File: src/rtl/tof_pkg.sv
package tof_pkg;
    localparam int NCH    = 5;
    localparam int CNT_W  = 16;
    localparam int ADDR_W = 5;
    localparam int DW     = 8;

    localparam logic [ADDR_W-1:0] A_FORCE = 5'd0;
    localparam logic [ADDR_W-1:0] A_MASK  = 5'd1;
    localparam logic [ADDR_W-1:0] A_DATA  = 5'd2;
    localparam logic [ADDR_W-1:0] A_ACT   = 5'd3;
    localparam logic [ADDR_W-1:0] A_FLAG  = 5'd4;
    localparam logic [ADDR_W-1:0] A_CNTH  = 5'd6;
    localparam logic [ADDR_W-1:0] A_CNTL  = 5'd7;
    localparam logic [ADDR_W-1:0] A_CMP0  = 5'd8;

    typedef enum logic [1:0] {
        ACT_OFF  = 2'b00,
        ACT_TOG  = 2'b01,
        ACT_LOW  = 2'b10,
        ACT_HIGH = 2'b11
    } act_e;
endpackage

File: src/rtl/tof_counter.sv
module tof_counter #(
    parameter int W = 16
) (
    input  logic         clk,
    input  logic         rst_n,
    input  logic         tick,
    output logic [W-1:0] cnt_q,
    output logic [W-1:0] cnt_nxt
);
    localparam logic [W-1:0] ONE = {{(W-1){1'b0}}, 1'b1};

    logic [W-1:0] cnt_d;

    assign cnt_nxt = cnt_q + ONE;

    always_comb begin
        cnt_d = cnt_q;
        if (tick) begin
            cnt_d = cnt_nxt;
        end
    end

    always_ff @(posedge clk or negedge rst_n) begin
        if (!rst_n) begin
            cnt_q <= '0;
        end else begin
            cnt_q <= cnt_d;
        end
    end

    AST_CNT_STEP: assert property (@(posedge clk) disable iff (!rst_n)
        tick |=> (cnt_q == $past(cnt_q) + ONE));
    AST_CNT_HOLD: assert property (@(posedge clk) disable iff (!rst_n)
        !tick |=> $stable(cnt_q));
endmodule

File: src/rtl/tof_match.sv
module tof_match #(
    parameter int NCH = 5,
    parameter int W   = 16
) (
    input  logic                  tick,
    input  logic [W-1:0]          cnt_nxt,
    input  logic [NCH-1:0][W-1:0] cmp,
    output logic [NCH-1:0]        hit
);
    for (genvar g = 0; g < NCH; g++) begin : g_cmp
        assign hit[g] = tick && (cnt_nxt == cmp[g]);
    end
endmodule

File: src/rtl/tof_pin_ctrl.sv
module tof_pin_ctrl
    import tof_pkg::*;
#(
    parameter int NCH = 5
) (
    input  logic                  clk,
    input  logic                  rst_n,
    input  logic [NCH-1:0]        ev,
    input  logic [NCH-2:0][1:0]   act,
    input  logic [NCH-1:0]        mask,
    input  logic [NCH-1:0]        data,
    output logic [NCH-1:0]        pins_q
);
    localparam int GRP = NCH - 1;

    logic [NCH-1:0] pins_d;

    always_comb begin
        pins_d = pins_q;
        for (int i = 0; i < NCH - 1; i++) begin
            if (ev[i]) begin
                case (act_e'(act[i]))
                    ACT_TOG:  pins_d[i] = ~pins_q[i];
                    ACT_LOW:  pins_d[i] = 1'b0;
                    ACT_HIGH: pins_d[i] = 1'b1;
                    default:  pins_d[i] = pins_q[i];
                endcase
            end
        end
        if (ev[GRP]) begin
            pins_d = (pins_d & ~mask) | (data & mask);
        end
    end

    always_ff @(posedge clk or negedge rst_n) begin
        if (!rst_n) begin
            pins_q <= '0;
        end else begin
            pins_q <= pins_d;
        end
    end

    AST_GROUP_WINS: assert property (@(posedge clk) disable iff (!rst_n)
        ev[GRP] |=> (((pins_q ^ $past(data)) & $past(mask)) == '0));
    AST_PINS_QUIET: assert property (@(posedge clk) disable iff (!rst_n)
        (ev == '0) |=> $stable(pins_q));

    for (genvar g = 0; g < NCH - 1; g++) begin : g_chk
        AST_TOGGLE_ONCE: assert property (@(posedge clk) disable iff (!rst_n)
            (ev[g] && act[g] == ACT_TOG && !(ev[GRP] && mask[g]))
            |=> (pins_q[g] != $past(pins_q[g])));
    end
endmodule

File: src/rtl/tof_unit.sv
module tof_unit
    import tof_pkg::*;
#(
    parameter int NCH    = tof_pkg::NCH,
    parameter int CNT_W  = tof_pkg::CNT_W,
    parameter int ADDR_W = tof_pkg::ADDR_W,
    parameter int DW     = tof_pkg::DW
) (
    input  logic              clk,
    input  logic              rst_n,
    input  logic              tick,
    input  logic              bus_we,
    input  logic [ADDR_W-1:0] bus_addr,
    input  logic [DW-1:0]     bus_wdata,
    output logic [DW-1:0]     bus_rdata,
    output logic [NCH-1:0]    pins
);
    localparam int LOW = DW - NCH;
    localparam int AW  = 2 * (NCH - 1);

    typedef struct packed {
        logic [NCH-1:0]            pend;
        logic [NCH-1:0]            mask;
        logic [NCH-1:0]            data;
        logic [NCH-2:0][1:0]       act;
        logic [NCH-1:0]            flag;
        logic [NCH-1:0][CNT_W-1:0] cmp;
    } st_t;

    st_t s_d, s_q;

    logic [CNT_W-1:0] cnt_q, cnt_nxt;
    logic [NCH-1:0]   hit;
    logic [NCH-1:0]   ev;
    logic [NCH-1:0]   wv;
    logic             wr_force, wr_flag;

    tof_counter #(.W(CNT_W)) u_cnt (
        .clk     (clk),
        .rst_n   (rst_n),
        .tick    (tick),
        .cnt_q   (cnt_q),
        .cnt_nxt (cnt_nxt)
    );

    tof_match #(.NCH(NCH), .W(CNT_W)) u_match (
        .tick    (tick),
        .cnt_nxt (cnt_nxt),
        .cmp     (s_q.cmp),
        .hit     (hit)
    );

    tof_pin_ctrl #(.NCH(NCH)) u_pins (
        .clk    (clk),
        .rst_n  (rst_n),
        .ev     (ev),
        .act    (s_q.act),
        .mask   (s_q.mask),
        .data   (s_q.data),
        .pins_q (pins)
    );

    assign wv       = bus_wdata[DW-1:LOW];
    assign wr_force = bus_we && (bus_addr == A_FORCE);
    assign wr_flag  = bus_we && (bus_addr == A_FLAG);
    assign ev       = tick ? (hit | s_q.pend) : '0;

    always_comb begin
        s_d = s_q;
        s_d.pend = (tick ? '0 : s_q.pend) | (wr_force ? wv : '0);
        s_d.flag = (s_q.flag & ~(wr_flag ? wv : '0)) | hit;
        if (bus_we) begin
            case (bus_addr)
                A_MASK:  s_d.mask = wv;
                A_DATA:  s_d.data = wv;
                A_ACT:   s_d.act  = bus_wdata[AW-1:0];
                default: ;
            endcase
            for (int c = 0; c < NCH; c++) begin
                if (bus_addr == ADDR_W'(A_CMP0 + 2 * c)) begin
                    s_d.cmp[NCH-1-c][CNT_W-1:DW] = bus_wdata;
                end
                if (bus_addr == ADDR_W'(A_CMP0 + 2 * c + 1)) begin
                    s_d.cmp[NCH-1-c][DW-1:0] = bus_wdata;
                end
            end
        end
    end

    always_comb begin
        bus_rdata = '0;
        case (bus_addr)
            A_MASK:  bus_rdata = {s_q.mask, {LOW{1'b0}}};
            A_DATA:  bus_rdata = {s_q.data, {LOW{1'b0}}};
            A_ACT:   bus_rdata = s_q.act;
            A_FLAG:  bus_rdata = {s_q.flag, {LOW{1'b0}}};
            A_CNTH:  bus_rdata = cnt_q[CNT_W-1:DW];
            A_CNTL:  bus_rdata = cnt_q[DW-1:0];
            default: ;
        endcase
        for (int c = 0; c < NCH; c++) begin
            if (bus_addr == ADDR_W'(A_CMP0 + 2 * c)) begin
                bus_rdata = s_q.cmp[NCH-1-c][CNT_W-1:DW];
            end
            if (bus_addr == ADDR_W'(A_CMP0 + 2 * c + 1)) begin
                bus_rdata = s_q.cmp[NCH-1-c][DW-1:0];
            end
        end
    end

    always_ff @(posedge clk or negedge rst_n) begin
        if (!rst_n) begin
            s_q     <= '0;
            s_q.cmp <= '1;
        end else begin
            s_q <= s_d;
        end
    end

    AST_MATCH_SETS_FLAG: assert property (@(posedge clk) disable iff (!rst_n)
        (hit != '0) |=> ((s_q.flag & $past(hit)) == $past(hit)));
    AST_FLAG_ONLY_ON_MATCH: assert property (@(posedge clk) disable iff (!rst_n)
        ((s_q.flag & ~$past(s_q.flag) & ~$past(hit)) == '0));
    AST_FLAG_W1C: assert property (@(posedge clk) disable iff (!rst_n)
        (wr_flag && hit == '0) |=> ((s_q.flag & $past(wv)) == '0));
endmodule

File: config.mk
export PLATFORM = sky130hd
export DESIGN_NAME = tof_unit
export DESIGN_NICKNAME = d
export VERILOG_FILES = /design/src/rtl/tof_pkg.sv /design/src/rtl/tof_counter.sv /design/src/rtl/tof_match.sv /design/src/rtl/tof_pin_ctrl.sv /design/src/rtl/tof_unit.sv
export SDC_FILE = /design/constraint.sdc
export NUM_CORES = 1
export LEC_CHECK = 0
export BUFFER_PORTS_ARGS = -buffer_cell sky130_fd_sc_hd__buf_2
export CORE_ASPECT_RATIO = 0.6
export CORE_MARGIN = 4
export CORE_UTILIZATION = 55
export CTS_BUF_LIST = sky130_fd_sc_hd__clkbuf_4
export DETAILED_ROUTE_END_ITERATION = 12
export GPL_TIMING_DRIVEN = 0
export PLACE_DENSITY = 0.81
export SLEW_MARGIN = 20
export SYNTH_ARGS = -nofsm -noshare
export SYNTH_HDL_FRONTEND = slang
export SYNTH_SLANG_ARGS = --single-unit
File: constraint.sdc
create_clock -name clk -period 7.81 [get_ports clk]
set_input_delay 1.1715 -clock clk [delete_from_list [all_inputs] [get_ports clk]]
set_output_delay 1.1715 -clock clk [all_outputs]
set_load 0.005 [all_outputs]
==> reports/qor.csv, run 1 <==
metric,value,unit
htreeDepth,4,
grt_pass1_wl,51.5,mm
grt_usage,39.1,%
maxSlewHeadroom,15.6,%
hp-start,s_q[80]$_DFF_PN0_,
worstSetupEndpointType,output pin,
worstPathRequired,6.64,ns
postCtsSetupBuffers,0,
tightestPinTransition,1.26,ns
syn_area,8810,um^2
hold_viol,0,
initial_core_util,56.8,%
cap_violations,0,
timing.setup.tns,0,ns
synthToLayoutAreaGrowth,8.82,%
peakVddDrop,0.155,mV
timing.fmax,0.198,GHz
insertion_delay,0.55,ns
die_height,106,um
synth_area_per_cell,9.80,um^2
synth_compound_area_share,16.0,%
final_cell_mix,"mux2_2 (99), dfstp_2 (80), nand2_1 (71)",
finalCritPeriodShare,64.7,%
grt_remaining_overflow,0,
synthMuxAreaShare,14.3,%
power.leakage,3.75,nW
rows,35,
fill_cells,1330,
clockRootBuffer,clkbuf_4,
whs,0.516,ns
die_w,171,um
nets,966,
synth_top_family_by_area,simple AND/OR/NAND/NOR gates,
cts.hold.buffers_added,0,
ctsResizeCount,0,
postRouteAntennaNets,0,
synth_edf_count,0,
synth-seq-cells,129,
synth-xor-area-share,10.4,%
path_clk_slew,0.15,ns
cts_tree,done,
drt_iter0_markers,1248,
antenna_found_initial,0,
vias_per_cell,6.96,
cts_max_path_buffers,2,
ys_seq_area_share,37.8,%
yosys_warnings,0,
synth_nets,917,
drcViolationCount,0,
start_kind,primary input,
cpPeakStageDelay,0.52,ns
cp_max_fo,10,
grt_max_degree,66,
rsz0062_at_grt,no,
syn_inst,899,
drv_slew,0,
core_area,15500,um^2
power.density,263,nW/um^2
vias,8103,
fin_worst_skew,0.0346,ns
grt_pass1_vias,7549,
hold_class,register to register,
fin_crit,5.06,ns
ios,30,
numClockSinks,129,
fin_area,9580,um^2
synth-main-ff-cell,dfstp_2,
cts_buffers,17,
mostFrequentLayoutCell,mux2_2,
dpl.hpwl,26.4,mm
synthSimpleGateAreaFrac,17.6,%
synthAdderAreaFrac,0.142,%
numPortBuffers,28,
crit_arrival,3.89,ns
critPathSlowestCell,clkbuf_1,
crit_top_cell,clkbuf_1,
antenna_cells,0,
dr.pass1.iters,6,
setup_violations,0,
die_area,18200,um^2
synth_cell_types,77,
utilization,61.8,%
postPlaceCellArea,9250,um^2
synth_async_sr_flop_share,100,%
startpoint,bus_addr[0],
wl_per_cell,30.2,um
status,"complete, no violations",
criticalPathCategory,primary input to output pin,
finalWirelength,35.1,mm
layout-drive-gt1-share,29.7,%
r2r-start,u_cnt.cnt_q[1]$_DFFE_PN0P_,
cp_num_buf_inv,5,
gp_congestion,1.02,
crit_family,buffers and inverters,
path_cells,"clkbuf_1, clkbuf_1, clkbuf_1, buf_1, a21oi_1, o32ai_1, nand3_1, buf_2",
worst paths after layout:
check	endpoint	slack (ns)	cells past startpoint
setup / recovery	bus_rdata[2]	2.75	8
hold / removal	s_q[80]$_DFF_PN0_	0.52	2
setup reg to reg	u_pins.pins_q[1]$_DFF_PN0_	3.61	10
hold reg to reg	s_q[80]$_DFF_PN0_	0.52	2
max in group asynchronous	s_q[58]$_DFFE_PN1P_	6.51	2
min in group asynchronous	u_cnt.cnt_q[8]$_DFFE_PN0P_	0.55	1
metal layers:
metal	part of all wire, %	up-vias	GRT usage (%)
li1	-	3436	-
met1	43	3942	58.7
met2	38	649	50.1
met3	17	74	19.6
met4	2.1	2	7.01
met5	0.065	-	1.16
where the power goes:
group	switching [mW]	total (mW)	internal (mW)
Combinational	0.519	0.888	0.369
Sequential	0.204	1.06	0.855
Clock	0.333	0.572	0.238
stage by stage:
stage	power, mW	setup WS (ns)	cells
after floorplan	1.57	3.60	899
after global routing	2.60	2.63	1164
after CTS	2.46	2.82	1164
after detailed placement	1.90	2.83	1132
after global placement	1.88	2.86	1130
final	2.52	2.75	1164
final cells by class:
| class | instances | area, um^2 | share of cell area (%) |
|---|---|---|---|
| multi-input combinational | 689 | 5150 | 53.8 |
| sequential | 129 | 3330 | 34.7 |
| buffer | 65 | 275 | 2.87 |
| tap | 203 | 254 | 2.65 |
| clock inverter | 14 | 196 | 2.05 |
| timing repair buffer | 30 | 181 | 1.89 |
| clock buffer | 18 | 135 | 1.41 |
| inverter | 16 | 60.1 | 0.627 |
sequential cells by signal, indices dropped and copies added (netlist names), named ones only:
signal,count
s_q,108
u_cnt.cnt_q,16
u_pins.pins_q,4
worst register-to-register path: cells and delay by family, from the launching register on:
kind	cells	cell delay [ns]
AND/OR/NAND/NOR	4	2.16
AO/OA/AOI/OAI	3	0.75
buffers and inverters	2	0.63
flip-flops	1	0.38
multiplexers	1	0.18
cells by family after synthesis:
logic type	after synthesis
and+or+nand+nor	288
AOI/OAI and AO/OA	198
DFF	129
muxes	112
xor gates and xnor gates	90
buffers and inverters	81
adders and majority gates	1
Yosys cell counts, drive strengths merged, types with 5 or more instances:
library cell / n / share of area [%]
o2111ai: 9 / 0.90
o21ai: 35 / 2.0
a2111oi: 8 / 0.80
nor2b: 16 / 1.1
xnor2: 59 / 5.9
nand4: 14 / 1.3
buf: 27 / 1.5
a22o: 11 / 1.1
o221ai: 5 / 0.50
nor4: 11 / 1.2
and4: 7 / 0.70
o22ai: 16 / 1.1
nor2: 56 / 2.4
nand3: 35 / 2.0
a31oi: 11 / 0.78
xor2: 22 / 2.2
nor3: 19 / 1.3
and2: 8 / 0.57
o211ai: 5 / 0.43
mux2: 102 / 13
nand3b: 6 / 0.51
a32oi: 6 / 0.60
and3: 9 / 0.64
xnor3: 9 / 2.3
nand2: 71 / 3.0
dfstp: 80 / 24
inv: 16 / 0.68
mux2i: 10 / 1.1
a21oi: 33 / 1.9
dfrtp: 49 / 14
clkbuf: 38 / 1.6
a22oi: 14 / 1.2
nand2b: 19 / 1.3
(Power assumes the default switching activity.)
==> inputs of run 2 (changes only) <==
--- a/config.mk
+++ b/config.mk
@@ -12,7 +12,7 @@
 export CTS_BUF_LIST = sky130_fd_sc_hd__clkbuf_4
 export DETAILED_ROUTE_END_ITERATION = 12
 export GPL_TIMING_DRIVEN = 0
-export PLACE_DENSITY = 0.81
+export PLACE_DENSITY = 0.84
 export SLEW_MARGIN = 20
 export SYNTH_ARGS = -nofsm -noshare
 export SYNTH_HDL_FRONTEND = slang
==> constraint.sdc (replaced) <==
create_clock -name clk -period 4.6 [get_ports clk]
set_input_delay 0.69 -clock clk [delete_from_list [all_inputs] [get_ports clk]]
set_output_delay 0.69 -clock clk [all_outputs]
set_load 0.005 [all_outputs]
==> run 2 against run 1 <==
  * Sequential power grew 69%
  * Hold slack lost 0.45 ns
  * Critical path type unchanged
  * Register-to-register slack lost 3.2 ns
  * Setup slack lost 2.3 ns
  * Clock skew shrank 0.0053 ns
  * Core utilization shrank 0.19 points
  * Final area shrank 0.31%
  * Count of clock-buffer cells in the layout is the same
  * Global-route usage shrank 1.9 points
  * Die area is the same
==> reports/qor.csv, run 2 (same netlist as run 1, synthesis figures left out) <==
metric,value,unit
status,"complete, no violations",
rows,35,
wl_per_cell,28.8,um
fill_cells,1351,
synthToLayoutAreaGrowth,8.48,%
dpl.hpwl,25.3,mm
numClockSinks,129,
vias,8283,
die_w,171,um
clockPowerShare,21.2,%
numPortBuffers,28,
grt_pass1_vias,7587,
start_kind,primary input,
cp_max_fo,10,
finalWirelength,33.5,mm
cts.hold.buffers_added,0,
layout-drive-gt1-share,29.8,%
grt_usage,37.2,%
p_switching,1.75,mW
ctsResizeCount,0,
peakVddDrop,0.243,mV
tightestPinTransition,1.20,ns
largest_register_ff_count,108,
place_ws,0.468,ns
dr.pass1.iters,6,
fin_worst_skew,0.0293,ns
cts_max_path_buffers,2,
drv_slew,0,
antenna_cells,0,
path_clk_slew,0.16,ns
fin_total_pwr,4.18,mW
finalCritPeriodShare,90.7,%
cap_violations,0,
postCtsSetupBuffers,0,
worstPathRequired,3.91,ns
final_cell_mix,"mux2_2 (99), dfstp_2 (80), nand2_1 (71)",
clockRootBuffer,clkbuf_4,
core_area,15500,um^2
regMostFlops,s_q,
cts_tree,done,
ios,30,
setup_slack,0.430,ns
p_int,2.43,mW
pwr-share-comb,35.9,%
critPathSlowestCell,nor3_1,
htreeDepth,4,
vias_per_cell,7.12,
worstSetupEndpointType,output pin,
drcViolationCount,0,
mostFrequentLayoutCell,mux2_2,
postRouteAntennaNets,0,
insertion_delay,0.58,ns
power.leakage,3.74,nW
drt_iter0_markers,1558,
grt_max_degree,66,
dp.cells,1131,
cpPeakStageDelay,0.93,ns
crit_family,simple AND/OR/NAND/NOR gates,
hold_class,primary input to async pin,
fin_crit,4.17,ns
timing.setup.tns,0,ns
seqPwrFrac,42.9,%
die_height,106,um
gp_congestion,1.02,
hold_viol,0,
grt_remaining_overflow,0,
grt_pass1_wl,49.3,mm
power.density,438,nW/um^2
maxSlewHeadroom,19.6,%
criticalPathCategory,primary input to output pin,
die_area,18200,um^2
switching_share,41.9,%
instances_no_fill,1163,
antenna_found_initial,0,
crit_arrival,3.48,ns
timing.fmax,0.240,GHz
path_cells,"buf_2, clkbuf_1, or3b_1, nor3_1, a22oi_1, nand2_1, nor2_1, o311a_1, nor2_1, a221o_1, buf_2",
biggestRegsByFlops,"s_q x108, u_cnt.cnt_q x16, u_pins.pins_q x4",
cp_num_buf_inv,3,
cts_buffers,17,
setup_violations,0,
nets,965,
rsz0062_at_grt,no,
initial_core_util,56.8,%
==> run 2: layout make-up <==
class                      count  area (um^2)  share of cell area (%)
multi-input combinational    689         5160                    54.0
sequential                   129         3330                    34.8
buffer                        65          275                    2.88
tap                          203          254                    2.66
timing repair buffer          29          174                    1.82
clock inverter                14          171                    1.79
clock buffer                  18          135                    1.41
inverter                      16         60.1                   0.629
==> run 2: worst paths after layout <==
| path | from | to | slack, ns | depth (start not counted) |
|---|---|---|---|---|
| worst max-delay path | bus_addr[4] | bus_rdata[0] | 0.43 | 11 |
| worst min-delay path | rst_n | u_cnt.cnt_q[5]$_DFFE_PN0P_ | 0.06 | 1 |
| worst max register to register | u_cnt.cnt_q[0]$_DFFE_PN0P_ | u_pins.pins_q[1]$_DFF_PN0_ | 0.46 | 10 |
| worst min register to register | s_q[103]$_DFF_PN0_ | s_q[103]$_DFF_PN0_ | 0.53 | 1 |
| max in group asynchronous | rst_n | s_q[66]$_DFFE_PN1P_ | 3.74 | 2 |
| min in group clk | bus_wdata[1] | s_q[33]$_DFFE_PN1P_ | 0.37 | 2 |
==> run 2: routing by layer <==
metal  global-route usage, %  wire length [um]
met5                    3.48                80
met4                    8.31               816
met3                    20.0              6030
met2                    47.0             12700
met1                    54.7             13800
==> run 2: through the flow <==
| stage | util [%] | hold WS, ns | cell area, um^2 |
|---|---|---|---|
| after floorplan | - | 0.394 | 8810 |
| after global placement | 59.4 | 0.471 | 9200 |
| after detailed placement | 59.6 | 0.487 | 9240 |
| after CTS | 61.6 | 0.0925 | 9550 |
| after global routing | 61.6 | 0.0852 | 9550 |
| final | 61.6 | 0.0618 | 9550 |
==> run 2: power groups by stage <==
stage	Clock (mW)	Sequential [mW]	Combinational (mW)
3_5_place_dp	0	1.77	1.43
4_1_cts	0.878	1.76	1.44
2_1_floorplan	0	1.62	1.04
3_3_place_gp	0	1.76	1.40
5_1_grt	0.934	1.80	1.59
6_report	0.886	1.79	1.50
==> run 2: worst reg2reg max path, stage by stage (launching register included) <==
cell and delay, ns:
dfrtp_1 0.46, ha_1 0.25, nand3_2 0.15, buf_2 0.26
nor4_2 0.94, xnor3_1 0.27, o2111ai_1 0.19, a2111oi_1 0.88
a31oi_1 0.23, mux2i_1 0.18, o31ai_1 0.24
